**src/rtl/uflow_pkg.sv**
```systemverilog
package uflow_pkg;
  typedef struct packed {
    logic deOn;
    logic setChg;
    logic clrChg;
  } hsStrobe_t;
endpackage

```
**src/rtl/uflow_ctl.sv**
```systemverilog
module uflow_ctl
  import uflow_pkg::*;
(
  input  logic       clk,
  input  logic       rstN,
  input  logic       txActive,
  input  logic       txPending,
  input  logic       cfgCtsEn,
  input  logic       ctsLevel,
  input  logic       ctsEdge,
  input  logic       ctsChgClr,
  output hsStrobe_t  strb,
  output logic       txPermit
);
  logic deHeld;
  logic deNow;

  // enable spans back-to-back frames while data stays queued
  assign deNow = txActive | (deHeld & txPending);

  always_ff @(posedge clk or negedge rstN) begin
    if (!rstN) deHeld <= 1'b0;
    else       deHeld <= deNow;
  end

  always_comb begin
    strb.deOn   = deNow;
    strb.setChg = ctsEdge;
    strb.clrChg = ctsChgClr;
  end

  // a running frame is never stopped; gating applies to starts only
  assign txPermit = txActive | ~cfgCtsEn | ~ctsLevel;
endmodule

```
**src/rtl/uflow_dp.sv**
```systemverilog
module uflow_dp
  import uflow_pkg::*;
#(
  parameter int SYNC_STAGES = 2
) (
  input  logic       clk,
  input  logic       rstN,
  input  logic       ctsPinN,
  input  logic       cfgBusMode,
  input  logic       cfgDePol,
  input  logic       cfgRtsEn,
  input  logic       cfgCtsIrqEn,
  input  logic       rxReady,
  input  hsStrobe_t  strb,
  output logic       ctsLevel,
  output logic       ctsEdge,
  output logic       rtsDePin,
  output logic       ctsChgFlag,
  output logic       irq
);
  localparam int LAST = SYNC_STAGES - 1;

  logic [LAST:0] syncQ;
  logic          ctsPrev;

  generate
    for (genvar s = 0; s < SYNC_STAGES; s++) begin : g_sync
      always_ff @(posedge clk or negedge rstN) begin
        if (!rstN)       syncQ[s] <= 1'b1;
        else if (s == 0) syncQ[s] <= ctsPinN;
        else             syncQ[s] <= syncQ[(s == 0) ? 0 : s - 1];
      end
    end
  endgenerate

  assign ctsLevel = syncQ[LAST];
  assign ctsEdge  = ctsLevel ^ ctsPrev;

  always_ff @(posedge clk or negedge rstN) begin
    if (!rstN) begin
      ctsPrev    <= 1'b1;
      ctsChgFlag <= 1'b0;
    end else begin
      ctsPrev <= ctsLevel;
      if (strb.setChg)      ctsChgFlag <= 1'b1;
      else if (strb.clrChg) ctsChgFlag <= 1'b0;
    end
  end

  always_comb begin
    if (cfgBusMode)    rtsDePin = strb.deOn ^ cfgDePol;
    else if (cfgRtsEn) rtsDePin = ~rxReady;
    else               rtsDePin = 1'b0;
  end

  assign irq = ctsChgFlag & cfgCtsIrqEn;
endmodule

```
**src/rtl/uflow_hs.sv**
```systemverilog
module uflow_hs
  import uflow_pkg::*;
#(
  parameter int SYNC_STAGES = 2
) (
  input  logic clk,
  input  logic rstN,
  input  logic cfgBusMode,
  input  logic cfgDePol,
  input  logic cfgCtsEn,
  input  logic cfgRtsEn,
  input  logic cfgCtsIrqEn,
  input  logic txActive,
  input  logic txPending,
  input  logic rxReady,
  input  logic ctsPinN,
  input  logic ctsChgClr,
  output logic rtsDePin,
  output logic txPermit,
  output logic ctsChgFlag,
  output logic irq
);
  hsStrobe_t strb;
  logic      ctsLevel;
  logic      ctsEdge;

  uflow_ctl u_ctl (
    .clk       (clk),
    .rstN      (rstN),
    .txActive  (txActive),
    .txPending (txPending),
    .cfgCtsEn  (cfgCtsEn),
    .ctsLevel  (ctsLevel),
    .ctsEdge   (ctsEdge),
    .ctsChgClr (ctsChgClr),
    .strb      (strb),
    .txPermit  (txPermit)
  );

  uflow_dp #(.SYNC_STAGES(SYNC_STAGES)) u_dp (
    .clk         (clk),
    .rstN        (rstN),
    .ctsPinN     (ctsPinN),
    .cfgBusMode  (cfgBusMode),
    .cfgDePol    (cfgDePol),
    .cfgRtsEn    (cfgRtsEn),
    .cfgCtsIrqEn (cfgCtsIrqEn),
    .rxReady     (rxReady),
    .strb        (strb),
    .ctsLevel    (ctsLevel),
    .ctsEdge     (ctsEdge),
    .rtsDePin    (rtsDePin),
    .ctsChgFlag  (ctsChgFlag),
    .irq         (irq)
  );
endmodule

```
**config.mk**
```make
export PLATFORM = sky130hd
export DESIGN_NAME = uflow_hs
export DESIGN_NICKNAME = d
export VERILOG_FILES = /design/src/rtl/uflow_pkg.sv /design/src/rtl/uflow_ctl.sv /design/src/rtl/uflow_dp.sv /design/src/rtl/uflow_hs.sv
export SDC_FILE = /design/constraint.sdc
export NUM_CORES = 1
export LEC_CHECK = 0
export ABC_AREA = 1
export BUFFER_PORTS_ARGS = -buffer_cell sky130_fd_sc_hd__buf_4
export CELL_PAD_IN_SITES_DETAIL_PLACEMENT = 0
export CELL_PAD_IN_SITES_GLOBAL_PLACEMENT = 1
export CORE_AREA = 2 2 39 41
export CTS_BUF_LIST = sky130_fd_sc_hd__clkbuf_4
export DETAILED_ROUTE_END_ITERATION = 12
export DIE_AREA = 0 0 41 43
export GPL_TIMING_DRIVEN = 0
export MAX_ROUTING_LAYER = met4
export PLACE_DENSITY_LB_ADDON = 0.12
export SLEW_MARGIN = 20
export SYNTH_ARGS = -nofsm -noshare
export SYNTH_HDL_FRONTEND = slang
export SYNTH_HIERARCHICAL = 1
export SYNTH_SLANG_ARGS = --single-unit
```
**constraint.sdc**
```tcl
create_clock -name clk -period 1 [get_ports clk]
set_input_delay 0.05 -clock clk [delete_from_list [all_inputs] [get_ports clk]]
set_output_delay 0.05 -clock clk [all_outputs]
set_load 0.03 [all_outputs]
```
=== Word level (Yosys, flattened, before mapping) ===
Index checks and enable logic that the tools add are counted.

* Word-level logic and storage cells: 20
* Bits in registers: 5

* Mux-type cells: 4
* Reductions and logical operators: 1
* Bitwise operators: 10

{| class="wikitable"
|+ Operator list
! cell !! number
|-
| 1-bit 2-to-1 mux || 4
|-
| 1-bit inverter || 3
|-
| 1-bit OR || 3
|-
| 1-bit bitwise AND || 2
|-
| 2-bit nonzero test || 1
|-
| 1-bit XOR || 2
|}

=== Depth between registers and ports, before layout ===
* Depth after elaboration: 4
* Gate-level depth with buffers: 7
* Mapped depth without buffers: 6

=== Modules after synthesis ===
The synthesis kept the hierarchy.

{| class="wikitable"
|+ By module, submodules not included
! module !! cells each !! area each (µm²) !! times used
|-
| uflow_dp || 17 || 166.4 || 1
|-
| uflow_ctl || 8 || 71.3 || 1
|}

=== Least setup slack after synthesis ===
OpenSTA, ideal clock, no wires.

* Kind: reg2reg
* From: register u_dp.syncQ[1], in the netlist u_dp/ctsLevel
* To: register u_dp.ctsChgFlag
* Stages on the path, launching flop included: 4
* Slack: 0.039 ns
* Required time: 0.876 ns
* Arrival: 0.838 ns
* Clock period less this slack: 0.961 ns
* Buffers on the path: 1
* Cells stage by stage: dfstp_2 -> xor2_1 -> buf_4 -> o21bai_1

* Cells in the longest elaborated chain, start to end: 2
* Elaborated cells on any way between the ends: 3
* Those cells by class: mux: 1; bitwise: 1; reduce/logical: 1

{| class="wikitable"
|+ RTL lines
! element !! line !! source
|-
| from (decl) || uflow_dp.sv:23 || <nowiki>logic [LAST:0] syncQ;</nowiki>
|-
| from (signal, indexed assignment) || uflow_dp.sv:30 || <nowiki>else if (s == 0) syncQ[s] <= ctsPinN;</nowiki>
|-
| from (signal, indexed assignment) || uflow_dp.sv:31 || <nowiki>else syncQ[s] <= syncQ[(s == 0) ? 0 : s - 1];</nowiki>
|-
| 1-bit XOR (*) || uflow_dp.sv:37 || <nowiki>assign ctsEdge = ctsLevel ^ ctsPrev;</nowiki>
|-
| named net ctsEdge || uflow_hs.sv:25 || <nowiki>logic ctsEdge;</nowiki>
|-
| 1-bit 2-to-1 mux or 2-bit nonzero test (tied branches) || n/a ||
|-
| to (signal assigned) || uflow_dp.sv:42 || <nowiki>ctsChgFlag <= 1'b0;</nowiki>
|-
| to (signal assigned) || uflow_dp.sv:45 || <nowiki>if (strb.setChg) ctsChgFlag <= 1'b1;</nowiki>
|-
| to (signal assigned) || uflow_dp.sv:46 || <nowiki>else if (strb.clrChg) ctsChgFlag <= 1'b0;</nowiki>
|-
| to (decl) || uflow_dp.sv:18 || <nowiki>output logic ctsChgFlag,</nowiki>
|}

Mark *: on every way through the listed nets, which the timed path passes. The rest lies on a longest branch.
A chain may end at the register's enable or synchronous reset.

=== Worst setup path in the final report ===
* From: register u_ctl.deHeld
* To: output port rtsDePin

* Cells in the longest elaborated chain, start to end: 4

{| class="wikitable"
|+ RTL lines
! element !! line !! source
|-
| from (decl) || uflow_ctl.sv:15 || <nowiki>logic deHeld;</nowiki>
|-
| from (signal assigned) || uflow_ctl.sv:23 || <nowiki>else deHeld <= deNow;</nowiki>
|-
| 1-bit bitwise AND || uflow_ctl.sv:19 || <nowiki>assign deNow = txActive | (deHeld & txPending);</nowiki>
|-
| 1-bit OR || uflow_ctl.sv:19 ||
|-
| named net u_ctl.deNow || uflow_ctl.sv:16 || <nowiki>logic deNow;</nowiki>
|-
| 1-bit XOR || uflow_dp.sv:51 || <nowiki>if (cfgBusMode) rtsDePin = strb.deOn ^ cfgDePol;</nowiki>
|-
| 1-bit 2-to-1 mux || uflow_dp.sv:51 ||
|-
| to (decl) || uflow_hs.sv:18 || <nowiki>output logic rtsDePin,</nowiki>
|}

The timed path passes the listed nets, and every way through them passes these cells.

==> results.ini <==
[critical_path]
cp_max_fo=2
cp_slowest_cell=dfrtp_1
reg2reg_depth=7
r2r_end=u_ctl/deHeld
cp_num_buf_inv=3
crit_chain=nand2_1, nand2_2, buf_6, inv_2, nand2_2, nand3_2, nand2_2, buf_6
cp_top_family=flip-flops
cp.required_ns=0.95
cpMostUsedCell=nand2_2
crit_path_start_kind=flop
criticalPathCategory=reg -> out
r2r_start=u_ctl/deHeld
worst_ep_arrival_time_ns=1.14
critical-path-max-stage-delay_ns=0.35
end_kind=output port
rrSetupSlack_ns=-0.18

[timing]
skew_ns=0.000107
finalCriticalPeriod_ns=1.19
setup_viol=3
slew_headroom_pct=92.6
hold_viol_final=0
slew_viol_final=0
finalCritPeriodShare_pct=119
setup_ws_ns=-0.194
worstMarginPinSlew_ns=0.111
clock.fmax_mhz=837
rsz0062_at_grt=yes

[global_route]
grt.total_usage_pct=7.34
gr-total-overflow=0
grt_max_degree=6
antenna_found_initial=0
grt_pass1_wl_um=800
grt_pass1_vias=229

[floorplan]
boundaryPins=16
start_util_pct=17.2
num_rows=14
die_w_um=41
dieArea_um2=1760
die_height_um=43
core_um2=1380

[cells_and_area]
antenna_cells=0
fin_area_um2=477
final_util_pct=34.4
drive_gt1_share_pct=72.0
syn_to_final_growth_pct=101
final_nets=63

[placed_design]
place_congestion=0.578
hpwl_um=362
io_buffers=14
dpl-instance-area_um2=363

[synth]
yosysSeqAreaShare_pct=54.2
syn_nets=37
synthCells=25
synth_top_family_by_area=simple AND/OR/NAND/NOR gates
ys_ff_latch=5
synth_edf_count=0
synth_compound_area_share_pct=3.16
ys.flop_type=dfstp_2
yosys.area_share.adder_pct=0
yosysTopAreaCell=dfstp_2
yosys.area_share.simple_pct=20.0
synth_area_um2=238
yosys.cell_types.count=12
synth_top_area_share_pct=33.2
syn_avg_cell_area_um2=9.51
synth_area_leaders=dfstp_2 33%, dfrtp_1 21%, buf_4 9.5%, inv_1 7.9%, nand2_1 7.9%
ys_warn_count=6
post_synth_mux_area_share_pct=0
async_flop_share_pct=100
synth_xor_area_share_pct=3.68
synth_common_cells=5 x inv_1, 5 x nand2_1, 3 x buf_4, 3 x dfstp_2, 2 x dfrtp_1

[clock_network]
path_clk_slew_ns=0.04
cts_sinks=5
worst_skew_pair.late_latency_ns=0.23
cts_tree=built
cts_root_buffer=clkbuf_4
clk_path_buf_depth=2
cts_buffers=3
htreeDepth=1

[min_path]
hp-class=in -> async

[drt]
routed_wl_um=496
wl_per_cell_um=7.52
vias=220
drc_errors=0
antenna_left=0
drtIter0Drc=2
firstDrtPassIters=3
viasPerCell=3.33

[run]
maxCapViolCount=0

[power_and_ir_drop]
powerDensity_nw_per_um2=1350
leakagePower_nw=0.255
peakVddDrop_v=0.000704

[outcome]
status=finished, violations left
violations=setup timing

-- report_power, final --
group          internal (mW)  total [mW]  switching [mW]  leakage, nW
logic                 0.0915       0.161          0.0693        0.184
registers              0.222       0.229         0.00770       0.0531
clock network          0.178       0.254          0.0766       0.0184
-- area by class of cell --
| type | instances | area (um^2) |
|---|---|---|
| buffer | 2 | 18.8 |
| clock buffer | 4 | 30.0 |
| fill | 146 | 907 |
| inverter | 6 | 22.5 |
| multi-input combinational | 11 | 76.3 |
| sequential | 5 | 129 |
| tap | 16 | 20.0 |
| timing repair buffer | 22 | 180 |
-- routing by layer --
| layer | GRT usage (%) | vias to the layer above | part of all wire, % |
|---|---|---|---|
| li1 | - | 120 | - |
| met2 | 10.3 | 11 | 47 |
| met5 | - | - | 0 |
| met1 | 7.52 | 89 | 43 |
| met4 | 2.00 | 0 | 0 |
| met3 | 6.28 | 0 | 9.5 |
-- through the flow --
stage	setup TNS [ns]	instances	total power, mW	worst slack (ns)	hold WS (ns)
6_report	-0.425	66	0.644	-0.194	0.152
5_1_grt	-0.605	66	0.702	-0.275	0.147
3_5_place_dp	-0.00450	55	0.357	-0.00450	-0.145
4_1_cts	-0.445	66	0.653	-0.216	0.146
3_3_place_gp	0	55	0.356	0.00234	-0.145
2_1_floorplan	0	25	0.297	0.0387	-0.246
-- cells in the final DEF (no fill, tap or decap), drive strengths merged --
master	Yosys	layout
dfrtp	2	2
dlygate4sd3	0	3
nand2	6	6
xor2	1	1
inv	6	6
clkbuf	0	4
o21bai	1	1
buf	3	21
nand3	2	2
nand3b	1	1
dfstp	3	3
-- sequential cells by signal, indices dropped and copies added (netlist names) --
signal           flops
u_dp/ctsLevel        1
u_dp/ctsChgFlag      1
u_dp/ctsPrev         1
u_dp/syncQ           1
u_ctl/deHeld         1
-- worst max path at each step --
| stage | start | to | cells after the start |
|---|---|---|---|
| finish | u_ctl/deHeld | rtsDePin | 8 |
| floorplan | u_dp/ctsLevel | u_dp/ctsChgFlag | 3 |
| global placement | u_dp/ctsLevel | u_dp/ctsChgFlag | 3 |
| global route | u_ctl/deHeld | rtsDePin | 8 |
| CTS | u_ctl/deHeld | rtsDePin | 8 |
| detailed placement | u_dp/ctsLevel | u_dp/ctsChgFlag | 3 |
-- what timing repair did --
action,in CTS,in global routing
pin swaps,5,4
buffers inserted,5,0
endpoints found under the setup margin,3,3
hold buffers,3,0
gates resized for setup,5,3
endpoints found under the hold margin,7,0
-- kinds of logic after synthesis --
kind of cell	after synthesis
and+or+nand+nor	9
buffers and inverters	9
DFF	5
xor gates and xnor gates	1
AOI/OAI and AO/OA	1
Power figures use the tool's default switching activity.
